$ cat config.mk
export PLATFORM = sky130hd
export DESIGN_NAME = pllseq_top
export DESIGN_NICKNAME = d
export VERILOG_FILES = /design/src/rtl/pllseq_pkg.sv /design/src/rtl/pllseq_fsm.sv /design/src/rtl/pllseq_word.sv /design/src/rtl/pllseq_ratio.sv /design/src/rtl/pllseq_top.sv
export SDC_FILE = /design/constraint.sdc
export NUM_CORES = 1
export LEC_CHECK = 0
export BUFFER_PORTS_ARGS = -buffer_cell sky130_fd_sc_hd__buf_2
export CORE_MARGIN = 1.5
export CORE_UTILIZATION = 50
export CTS_CLUSTER_DIAMETER = 30
export DETAILED_ROUTE_END_ITERATION = 8
export PLACE_DENSITY = 0.82
export SYNTH_ARGS = -nofsm -noshare
export SYNTH_HDL_FRONTEND = slang
export SYNTH_SLANG_ARGS = --single-unit
export TNS_END_PERCENT = 1
$ cat constraint.sdc
create_clock -name clk -period 2.21 [get_ports clk]
set_clock_uncertainty 0.05 [all_clocks]
set_input_delay 0.221 -clock clk [delete_from_list [all_inputs] [get_ports clk]]
set_output_delay 0.221 -clock clk [all_outputs]
set_load 0.02 [all_outputs]
$ cat src/rtl/pllseq_pkg.sv
package pllseq_pkg;
  localparam int CW      = 28;
  localparam int B_RST   = 20;
  localparam int B_PWR   = 21;
  localparam int B_IFB   = 22;
  localparam int B_BYP   = 23;
  localparam int B_TST   = 24;
  localparam int B_EN    = 25;
  localparam int SEL_LO  = 26;

  typedef enum logic [3:0] {
    ST_IDLE, ST_FALLBK, ST_LOAD, ST_RLO, ST_RHI, ST_HOLD,
    ST_RREL, ST_POLL, ST_RUN, ST_RESTORE, ST_BYP, ST_OFF
  } seq_st_t;

  function automatic logic [3:0] dflt_r(input int idx);
    return 4'd0 + 4'(idx - idx);
  endfunction
  function automatic logic [5:0] dflt_f(input int idx);
    return (idx == 2) ? 6'd22 : 6'd59;
  endfunction
  function automatic logic [3:0] dflt_od(input int idx);
    return (idx == 1) ? 4'd3 : 4'd1;
  endfunction
  function automatic logic [5:0] dflt_bw(input int idx);
    return dflt_f(idx);
  endfunction
endpackage

$ cat src/rtl/pllseq_fsm.sv
module pllseq_fsm
  import pllseq_pkg::*;
#(
  parameter int IDX         = 0,
  parameter int HOLD_CYC    = 4,
  parameter int TIMEOUT_CYC = 1000,
  parameter int LOCK_W      = 2
) (
  input  logic              clk,
  input  logic              rst,
  input  logic              en_req,
  input  logic              dis_req,
  input  logic [LOCK_W-1:0] lock_in,
  output logic [3:0]        fac_r,
  output logic [5:0]        fac_f,
  output logic [3:0]        fac_od,
  output logic [5:0]        fac_bw,
  output logic              rst_b,
  output logic              pwr_b,
  output logic              byp_b,
  output logic              en_b,
  output logic              cpu_sel,
  output logic              slip,
  output logic              busy,
  output logic              done,
  output logic              err
);
  localparam int MAXC = (HOLD_CYC > TIMEOUT_CYC) ? HOLD_CYC : TIMEOUT_CYC;
  localparam int CNT_W = $clog2(MAXC + 1);
  localparam logic [CNT_W-1:0] HOLD_LAST = CNT_W'(HOLD_CYC - 1);
  localparam logic [CNT_W-1:0] TO_LAST   = CNT_W'(TIMEOUT_CYC - 1);

  seq_st_t          st;
  logic [CNT_W-1:0] cnt;
  logic             lock_full;
  logic             is_on;

  assign lock_full = &lock_in;
  assign is_on     = !rst_b && pwr_b && en_b;
  assign busy      = (st != ST_IDLE);

  always_ff @(posedge clk) begin
    if (rst) begin
      st      <= ST_IDLE;
      cnt     <= '0;
      fac_r   <= '0;
      fac_f   <= '0;
      fac_od  <= '0;
      fac_bw  <= '0;
      rst_b   <= 1'b0;
      pwr_b   <= 1'b0;
      byp_b   <= 1'b1;
      en_b    <= 1'b0;
      cpu_sel <= 1'b1;
      slip    <= 1'b0;
      done    <= 1'b0;
      err     <= 1'b0;
    end else begin
      slip <= 1'b0;
      done <= 1'b0;
      unique case (st)
        ST_IDLE: begin
          if (en_req) begin
            err <= 1'b0;
            if (is_on) done <= 1'b1;
            else       st   <= (IDX == 0) ? ST_FALLBK : ST_LOAD;
          end else if (dis_req) begin
            err <= 1'b0;
            st  <= ST_BYP;
          end
        end
        ST_FALLBK: begin
          cpu_sel <= 1'b0;
          st      <= ST_LOAD;
        end
        ST_LOAD: begin
          fac_r  <= dflt_r(IDX);
          fac_f  <= dflt_f(IDX);
          fac_od <= dflt_od(IDX);
          fac_bw <= dflt_bw(IDX);
          pwr_b  <= 1'b1;
          st     <= ST_RLO;
        end
        ST_RLO: begin
          rst_b <= 1'b0;
          st    <= ST_RHI;
        end
        ST_RHI: begin
          rst_b <= 1'b1;
          cnt   <= '0;
          st    <= ST_HOLD;
        end
        ST_HOLD: begin
          if (cnt == HOLD_LAST) st <= ST_RREL;
          else                  cnt <= cnt + 1'b1;
        end
        ST_RREL: begin
          rst_b <= 1'b0;
          cnt   <= '0;
          st    <= ST_POLL;
        end
        ST_POLL: begin
          if (lock_full) begin
            st <= ST_RUN;
          end else if (cnt == TO_LAST) begin
            err  <= 1'b1;
            done <= 1'b1;
            st   <= ST_IDLE;
          end else begin
            slip <= 1'b1;
            cnt  <= cnt + 1'b1;
          end
        end
        ST_RUN: begin
          byp_b <= 1'b0;
          en_b  <= 1'b1;
          if (IDX == 0) begin
            st <= ST_RESTORE;
          end else begin
            done <= 1'b1;
            st   <= ST_IDLE;
          end
        end
        ST_RESTORE: begin
          cpu_sel <= 1'b1;
          done    <= 1'b1;
          st      <= ST_IDLE;
        end
        ST_BYP: begin
          byp_b <= 1'b1;
          st    <= ST_OFF;
        end
        ST_OFF: begin
          pwr_b <= 1'b0;
          en_b  <= 1'b0;
          done  <= 1'b1;
          st    <= ST_IDLE;
        end
        default: st <= ST_IDLE;
      endcase
    end
  end
endmodule

$ cat src/rtl/pllseq_word.sv
module pllseq_word
  import pllseq_pkg::*;
#(
  parameter int IDX = 0
) (
  input  logic          clk,
  input  logic          rst,
  input  logic [1:0]    src_sel,
  input  logic [3:0]    fac_r,
  input  logic [5:0]    fac_f,
  input  logic [3:0]    fac_od,
  input  logic [5:0]    fac_bw,
  input  logic          rst_b,
  input  logic          pwr_b,
  input  logic          byp_b,
  input  logic          en_b,
  output logic [CW-1:0] ctl_word
);
  localparam bit HAS_SEL = (IDX == 2);

  logic [1:0] sel_q;

  always_ff @(posedge clk) begin
    if (rst) sel_q <= 2'b00;
    else     sel_q <= src_sel;
  end

  always_comb begin
    ctl_word         = '0;
    ctl_word[3:0]    = fac_r;
    ctl_word[9:4]    = fac_f;
    ctl_word[13:10]  = fac_od;
    ctl_word[19:14]  = fac_bw;
    ctl_word[B_RST]  = rst_b;
    ctl_word[B_PWR]  = pwr_b;
    ctl_word[B_IFB]  = 1'b0;
    ctl_word[B_BYP]  = byp_b;
    ctl_word[B_TST]  = 1'b0;
    ctl_word[B_EN]   = en_b;
    ctl_word[SEL_LO+1:SEL_LO] = HAS_SEL ? sel_q : 2'b00;
  end
endmodule

$ cat src/rtl/pllseq_ratio.sv
module pllseq_ratio
  import pllseq_pkg::*;
(
  input  logic          clk,
  input  logic          rst,
  input  logic [CW-1:0] ctl_word,
  output logic [6:0]    ratio_num,
  output logic [9:0]    ratio_den
);
  logic [9:0] prod;
  logic [6:0] fnum;

  assign prod = ({1'b0, ctl_word[3:0]} + 5'd1) * ({1'b0, ctl_word[13:10]} + 5'd1);
  assign fnum = {1'b0, ctl_word[9:4]} + 7'd1;

  always_ff @(posedge clk) begin
    if (rst) begin
      ratio_num <= 7'd1;
      ratio_den <= 10'd1;
    end else if (ctl_word[B_BYP]) begin
      ratio_num <= 7'd1;
      ratio_den <= 10'd1;
    end else if (!ctl_word[B_PWR]) begin
      ratio_num <= 7'd0;
      ratio_den <= 10'd1;
    end else begin
      ratio_num <= fnum;
      ratio_den <= prod;
    end
  end
endmodule

$ cat src/rtl/pllseq_top.sv
module pllseq_top
  import pllseq_pkg::*;
#(
  parameter int IDX         = 0,
  parameter int HOLD_CYC    = 4,
  parameter int TIMEOUT_CYC = 1000,
  localparam int LOCK_W     = (IDX == 0) ? 2 : 1
) (
  input  logic              clk,
  input  logic              rst,
  input  logic              en_req,
  input  logic              dis_req,
  input  logic [LOCK_W-1:0] lock_in,
  input  logic [1:0]        src_sel,
  output logic [27:0]       ctl_word,
  output logic              slip_clr,
  output logic              cpu_sel_pll,
  output logic              busy,
  output logic              done,
  output logic              err,
  output logic [6:0]        ratio_num,
  output logic [9:0]        ratio_den
);
  logic [3:0] fac_r, fac_od;
  logic [5:0] fac_f, fac_bw;
  logic       rst_b, pwr_b, byp_b, en_b;

  pllseq_fsm #(
    .IDX(IDX), .HOLD_CYC(HOLD_CYC), .TIMEOUT_CYC(TIMEOUT_CYC), .LOCK_W(LOCK_W)
  ) fsm_i (
    .clk(clk), .rst(rst), .en_req(en_req), .dis_req(dis_req), .lock_in(lock_in),
    .fac_r(fac_r), .fac_f(fac_f), .fac_od(fac_od), .fac_bw(fac_bw),
    .rst_b(rst_b), .pwr_b(pwr_b), .byp_b(byp_b), .en_b(en_b),
    .cpu_sel(cpu_sel_pll), .slip(slip_clr), .busy(busy), .done(done), .err(err)
  );

  pllseq_word #(.IDX(IDX)) word_i (
    .clk(clk), .rst(rst), .src_sel(src_sel),
    .fac_r(fac_r), .fac_f(fac_f), .fac_od(fac_od), .fac_bw(fac_bw),
    .rst_b(rst_b), .pwr_b(pwr_b), .byp_b(byp_b), .en_b(en_b),
    .ctl_word(ctl_word)
  );

  pllseq_ratio ratio_i (
    .clk(clk), .rst(rst), .ctl_word(ctl_word),
    .ratio_num(ratio_num), .ratio_den(ratio_den)
  );
endmodule

==> results of run 1 <==
[final cells by class]
cell class	instances	area share
inverters	3	0.006494
well taps	46	0.03319
flip-flops and latches	26	0.3001
clock buffers	3	0.01299
multi-input cells	159	0.5202
clock inverters	1	0.01732
repair buffers	36	0.1097
[worst paths after layout]
| kind | to | depth (start not counted) |
|---|---|---|
| worst max-delay path | fsm_i.cnt[2]$_SDFFE_PP0P_ | 6 |
| worst min-delay path | fsm_i.err$_SDFFE_PP0P_ | 4 |
| worst max register to register | fsm_i.cnt[2]$_SDFFE_PP0P_ | 6 |
| worst min register to register | fsm_i.err$_SDFFE_PP0P_ | 2 |
[state kept, by name (all words and copies together), names as in the netlist]
register,flops
fsm_i.byp_b,1
fsm_i.cnt,10
fsm_i.cpu_sel,1
fsm_i.done,1
fsm_i.en_b,1
fsm_i.err,1
fsm_i.fac_f,1
fsm_i.pwr_b,1
fsm_i.rst_b,1
fsm_i.slip,1
fsm_i.st,4
ratio_i.ratio_den,1
ratio_i.ratio_num,2
[power groups by stage]
stage | sequential (W) | combinational (W) | clock [W]
after CTS | 0.000619 | 0.000608 | 0.000345
final | 0.000620 | 0.000610 | 0.000338
after global placement | 0.000630 | 0.000598 | 0
after global routing | 0.000637 | 0.000679 | 0.000361
after floorplan | 0.000599 | 0.000622 | 0
after detailed placement | 0.000628 | 0.000605 | 0
[synth_stat cells (2+ instances only)]
cell                       instances
sky130_fd_sc_hd__buf_4            42
sky130_fd_sc_hd__dfxtp_1          26
sky130_fd_sc_hd__nand2_1          19
sky130_fd_sc_hd__nor2_1           18
sky130_fd_sc_hd__a21oi_1          15
sky130_fd_sc_hd__clkbuf_1         10
sky130_fd_sc_hd__o21ai_0          10
sky130_fd_sc_hd__nand3b_1          7
sky130_fd_sc_hd__nand3_1           6
sky130_fd_sc_hd__nand4_1           6
sky130_fd_sc_hd__o31ai_1           6
sky130_fd_sc_hd__nand2b_1          5
sky130_fd_sc_hd__a21o_1            3
sky130_fd_sc_hd__a31oi_1           3
sky130_fd_sc_hd__and3_1            3
sky130_fd_sc_hd__inv_1             3
sky130_fd_sc_hd__nor3_1            3
sky130_fd_sc_hd__nor4_1            3
sky130_fd_sc_hd__a21boi_0          2
sky130_fd_sc_hd__mux2i_1           2
sky130_fd_sc_hd__nor2b_1           2
sky130_fd_sc_hd__o22ai_1           2
[layer usage]
layer / up-vias / global-route usage / wire length (um)
li1: 734 / - / -
met4: 0 / 0.09726 / 70
met3: 7 / 0.03106 / 195
met2: 65 / 0.2677 / 1460
met5: - / 0 / 0
met1: 664 / 0.2594 / 1513
[cells in the final DEF (no fill, tap or decap), types with 2 or more instances in the layout]
cell type,n
sky130_fd_sc_hd__buf_2,32
sky130_fd_sc_hd__dfxtp_1,26
sky130_fd_sc_hd__conb_1,23
sky130_fd_sc_hd__nand2_1,19
sky130_fd_sc_hd__nor2_1,18
sky130_fd_sc_hd__a21oi_1,15
sky130_fd_sc_hd__o21ai_0,10
sky130_fd_sc_hd__nand3b_1,7
sky130_fd_sc_hd__nand3_1,6
sky130_fd_sc_hd__nand4_1,6
sky130_fd_sc_hd__o31ai_1,6
sky130_fd_sc_hd__nand2b_1,5
sky130_fd_sc_hd__buf_4,4
sky130_fd_sc_hd__nor4_1,3
sky130_fd_sc_hd__inv_1,3
sky130_fd_sc_hd__nor3_1,3
sky130_fd_sc_hd__a31oi_1,3
sky130_fd_sc_hd__and3_1,3
sky130_fd_sc_hd__a21o_1,3
sky130_fd_sc_hd__clkbuf_4,3
sky130_fd_sc_hd__nor2b_1,2
sky130_fd_sc_hd__o22ai_1,2
sky130_fd_sc_hd__mux2i_1,2
sky130_fd_sc_hd__a21boi_0,2
[worst max-delay path, stage by stage (launching register included)]
cell                      delay, ns
sky130_fd_sc_hd__dfxtp_1       0.44
sky130_fd_sc_hd__ha_1          0.28
sky130_fd_sc_hd__nand2_1       0.07
sky130_fd_sc_hd__nor3_1        0.36
sky130_fd_sc_hd__a31o_1        0.22
sky130_fd_sc_hd__a21o_1        0.29
sky130_fd_sc_hd__o22ai_1       0.12
[logic make-up after synthesis]
family / after synthesis
AND/OR/NAND/NOR: 81
buffers and inverters: 59
adder cells (fa/ha/maj): 1
flip-flops: 26
AO/OA/AOI/OAI: 52
multiplexers: 2
other: 1
[through the flow]
step | setup slack [ns] | instances | util | total power [W]
CTS | 0.3109 | 274 | 0.5197 | 0.001571
floorplan | 0.6293 | 244 | - | 0.001221
detailed placement | 0.3389 | 270 | 0.5039 | 0.001233
finish | 0.2826 | 274 | 0.5197 | 0.001568
global placement | 0.3774 | 270 | 0.5039 | 0.001227
global route | 0.1303 | 274 | 0.5197 | 0.001678
==> impl_metrics.json, run 1 <==
{
  "cts.reportedPaths.clkPinSlew_ns": 0.15,
  "critPathRequiredTime_ns": 2.40,
  "p_leak_nw": 0.7377,
  "min_path_type": "input pin to register",
  "grt_start_max_net_pins": 26,
  "post-route-cell-area_um2": 1734,
  "maxCapViolCount": 0,
  "netlist.area_leader.share": 0.3010,
  "antenna_found_initial": 0,
  "post_cts_buffers": 0,
  "arrival_ns": 2.12,
  "synth-warning-count": 0,
  "crit_type": "register to register",
  "cts_buffers": 3,
  "endpoint_kind": "register",
  "postSynthAreaPerCell_um2": 7.789,
  "setup.reg_to_reg.worst_slack_ns": 0.28,
  "share_comb_of_total_power": 0.389,
  "count_of_nets_left_with_antenna_violations_after_detail_routing": 0,
  "detail_route.wirelength_um": 3239,
  "post_synth_adder_cell_area": 0.007236,
  "drc": 0,
  "multiInputGateArea_um2": 902.1,
  "timing.critical_path.fanout_max": 7,
  "clock_tree_sinks": 26,
  "sequential_element_share_of_the_synthesized_area": 0.3010,
  "dr_total_vias": 1470,
  "worstSkewPairLatency_ns": 0.34,
  "synth-main-ff-cell": "sky130_fd_sc_hd__dfxtp_1",
  "synth_simple_gate_area_share": 0.2525,
  "post_synth_edffs": 0,
  "vdd_ir_drop_max_v": 0.0003161,
  "crit_start": "fsm_i.cnt[1]$_SDFFE_PP0P_",
  "final.period_utilization": 0.8721,
  "finalHoldViolCount": 0,
  "fin_worst_hold_slack_ns": 0.2162,
  "rsz0062_at_grt": "false",
  "cts_repair_resize_count": 0,
  "yosys-mux-area-fraction": 0.01158,
  "cts.htree.levels": 1,
  "synth-seq-cells": 26,
  "fillerInstances": 327,
  "switching_share": 0.4090,
  "async_flop_share": 0,
  "internal_power_w": 0.0009265,
  "boundaryPins": 58,
  "grt_pass1_wl_um": 5209,
  "max_freq_ghz": 0.5188,
  "min_period_ns": 1.927,
  "power_density_of_the_placed_cells_nw_per_um2": 904.0,
  "ff_latch_area_um2": 520.5,
  "cts_buffer_depth": 2,
  "wl_per_cell_um": 11.82,
  "num-nets-final": 238,
  "synth_cell_type_count": 48,
  "clk_root_buffer_cell": "sky130_fd_sc_hd__clkbuf_4",
  "final_layout_size_suffix_gt1_frac": 0.2018,
  "number_of_global_route_vias_before_repair": 1127,
  "track_usage": 0.1841,
  "crit-reg2reg-launch": "fsm_i.cnt[1]$_SDFFE_PP0P_",
  "routabilityCongestion": 0.8141,
  "post_synthesis_cell_area_um2": 1729,
  "max_slew.worst_pin.slew_ns": 0.5873,
  "total_switching_power_w": 0.0006412,
  "cts_hold_buf": 0,
  "detailedRoute.firstPassIterationCount": 5,
  "dpl.hpwl_um": 2264,
  "floorplan_core_area_um2": 3337,
  "die_x_um": 61.81,
  "setup-tns-final_ns": 0,
  "diodes": 0,
  "dieHeight_um": 61.81,
  "drt_first_iter_violations": 74,
  "layout_area_growth_over_synthesis_pct": 0.2893,
  "synth_area_in_compound_gates": 0.2004,
  "yosysTopAreaCell": "sky130_fd_sc_hd__dfxtp_1",
  "timing.critical_path.from_type": "register",
  "combinational_family_with_the_most_area_after_synthesis": "simple AND/OR/NAND/NOR gates",
  "power_frac_clock": 0.216,
  "grt-ovfl-total": 0,
  "buffers_on_ports": 32,
  "tritoncts": "done",
  "dpl-instance-area_um2": 1682,
  "worst_slew_margin_relative_to_its_limit": 0.6079,
  "status": "finished clean",
  "start_util": 0.5182,
  "timing.final.setup_violations": 0,
  "postSynthCellCount": 222,
  "leading_cell_types_by_total_area_after_synthesis": "sky130_fd_sc_hd__dfxtp_1 (30%), sky130_fd_sc_hd__buf_4 (18%), sky130_fd_sc_hd__a21oi_1 (4.3%)",
  "vias_per_cell": 5.365,
  "sequentialPowerShare": 0.395,
  "core.rowCount": 21,
  "slew_viol_final": 0,
  "die_area_um2": 3820,
  "hold_start": "dis_req",
  "synth-xor-area-share": 0
}
Note: power is estimated with default switching activity, not from simulation.
==> run 2, diff against run 1 <==
- REMOVE_ABC_BUFFERS: default -> 1
==> run 2 against run 1 <==
Against the previous run:
- non-clock buffer count rose by 1
- routed wire length rose by 1.3%
- combinational power rose by 3.8%
- clock power barely moved
- via count fell by 0.95%
- register-to-register slack improved by 0.04 ns
- core utilization rose by 0.23 points
- die area did not move
- largest power group is now combinational logic
==> impl_metrics.json, run 2 (synthesis results as in run 1) <==
{
  "cts_buffers": 3,
  "dr_total_vias": 1456,
  "grt-ovfl-total": 0,
  "final.period_utilization": 0.9300,
  "diodes": 0,
  "registers.top_by_ff_count": "fsm_i.cnt",
  "timing.final.setup_violations": 0,
  "wl_per_cell_um": 11.93,
  "layout_top_registers": "fsm_i.cnt: 10 flops, fsm_i.st: 4 flops, ratio_i.ratio_num: 2 flops",
  "worst_slew_margin_relative_to_its_limit": 0.4354,
  "final.setup.worst_slack_ns": 0.1548,
  "die_x_um": 61.81,
  "crit_type": "register to primary output",
  "arrival_ns": 1.78,
  "finalNonFillerCells": 275,
  "rsz0062_at_grt": "false",
  "floorplan_core_area_um2": 3337,
  "antenna_found_initial": 0,
  "finalHoldViolCount": 0,
  "tritoncts": "done",
  "detailedRoute.firstPassIterationCount": 4,
  "slew_viol_final": 0,
  "fillerInstances": 348,
  "sequentialPowerShare": 0.387,
  "max_freq_ghz": 0.4866,
  "internal_power_w": 0.0009390,
  "routabilityCongestion": 0.8173,
  "dieHeight_um": 61.81,
  "vdd_ir_drop_max_v": 0.0004281,
  "boundaryPins": 58,
  "mostFrequentLayoutCells": "sky130_fd_sc_hd__buf_2 (32), sky130_fd_sc_hd__dfxtp_1 (26), sky130_fd_sc_hd__conb_1 (23), sky130_fd_sc_hd__nand2_1 (19), sky130_fd_sc_hd__nor2_1 (18)",
  "clock_tree_sinks": 26,
  "start_util": 0.5182,
  "fin_worst_hold_slack_ns": 0.2124,
  "worstSkewPairLatency_ns": 0.33,
  "power_frac_clock": 0.213,
  "dpl.hpwl_um": 2323,
  "timing.critical_path.from_type": "register",
  "timing.critical_path.fanout_max": 13,
  "die_area_um2": 3820,
  "post-route-cell-area_um2": 1742,
  "share_comb_of_total_power": 0.400,
  "min_period_ns": 2.055,
  "cts.htree.levels": 1,
  "pre_cts_ws_ns": 0.3748,
  "post_cts_buffers": 0,
  "clk_root_buffer_cell": "sky130_fd_sc_hd__clkbuf_4",
  "grt_start_max_net_pins": 26,
  "number_of_global_route_vias_before_repair": 1182,
  "cts.reportedPaths.clkPinSlew_ns": 0.15,
  "total_switching_power_w": 0.0006444,
  "drc": 0,
  "drt_first_iter_violations": 67,
  "detail_route.wirelength_um": 3281,
  "dpl-instance-area_um2": 1689,
  "cts_repair_resize_count": 0,
  "vias_per_cell": 5.295,
  "placed_instance_count": 271,
  "critPathRequiredTime_ns": 1.94,
  "grt_pass1_wl_um": 5188,
  "switching_share": 0.4070,
  "layout.cells.most_common": "sky130_fd_sc_hd__buf_2",
  "endpoint_kind": "primary output",
  "count_of_nets_left_with_antenna_violations_after_detail_routing": 0,
  "buffers_on_ports": 32,
  "final_layout_size_suffix_gt1_frac": 0.2052,
  "ff_latch_area_um2": 520.5,
  "track_usage": 0.1794,
  "maxCapViolCount": 0,
  "cts_hold_buf": 0,
  "multiInputGateArea_um2": 902.1,
  "utilization": 0.5219,
  "power_density_of_the_placed_cells_nw_per_um2": 909.1,
  "layout_area_growth_over_synthesis_pct": 0.7236,
  "status": "finished clean",
  "core.rowCount": 21,
  "max_slew.worst_pin.slew_ns": 0.8450,
  "min_path_type": "input pin to register",
  "num-nets-final": 239,
  "cts_buffer_depth": 2,
  "p_leak_nw": 0.7425,
  "number_of_flip_flops_in_the_largest_register": 10
}
-- run 2: final timing paths --
check	startpoint	to	slack [ns]	cells after the start
min reg2reg	fsm_i.err$_SDFFE_PP0P_	fsm_i.err$_SDFFE_PP0P_	0.42	2
min	dis_req	fsm_i.err$_SDFFE_PP0P_	0.21	4
max	fsm_i.st[1]$_SDFFE_PP0P_	busy	0.15	4
max reg2reg	fsm_i.cnt[1]$_SDFFE_PP0P_	fsm_i.st[0]$_SDFFE_PP0P_	0.32	6
-- run 2: area by class of cell --
| class | instances | area share |
|---|---|---|
| multi-input cells | 159 | 0.5180 |
| flip-flops and latches | 26 | 0.2989 |
| repair buffers | 37 | 0.1135 |
| well taps | 46 | 0.03305 |
| clock inverters | 1 | 0.01724 |
| clock buffers | 3 | 0.01293 |
| inverters | 3 | 0.006466 |
-- run 2: per-stage QoR --
| stage | TNS, ns | power, W |
|---|---|---|
| 2_1_floorplan | -0.07663 | 0.001038 |
| 4_1_cts | 0 | 0.001584 |
| 5_1_grt | 0 | 0.001692 |
| 3_3_place_gp | 0 | 0.001241 |
| 6_report | 0 | 0.001583 |
| 3_5_place_dp | 0 | 0.001253 |
-- run 2: layer usage --
layer / routed length (um) / global-route usage
met3: 118 / 0.02899
met2: 1549 / 0.2842
met4: 52 / 0.08511
met1: 1561 / 0.2380
met5: 0 / 0
-- run 2: power by group through the flow --
stage / sequential [W] / combinational (W) / clock [W]
2_1_floorplan: 0.000771 / 0.000267 / 0
3_3_place_gp: 0.000621 / 0.000620 / 0
3_5_place_dp: 0.000624 / 0.000629 / 0
4_1_cts: 0.000613 / 0.000632 / 0.000339
5_1_grt: 0.000629 / 0.000703 / 0.000360
6_report: 0.000613 / 0.000633 / 0.000337
-- run 2: worst max-delay path: stages (launching register included) --
cell                      delay [ns]
sky130_fd_sc_hd__dfxtp_1        0.49
sky130_fd_sc_hd__buf_4          0.23
sky130_fd_sc_hd__nor4_1         0.41
sky130_fd_sc_hd__inv_1          0.14
sky130_fd_sc_hd__buf_2          0.19
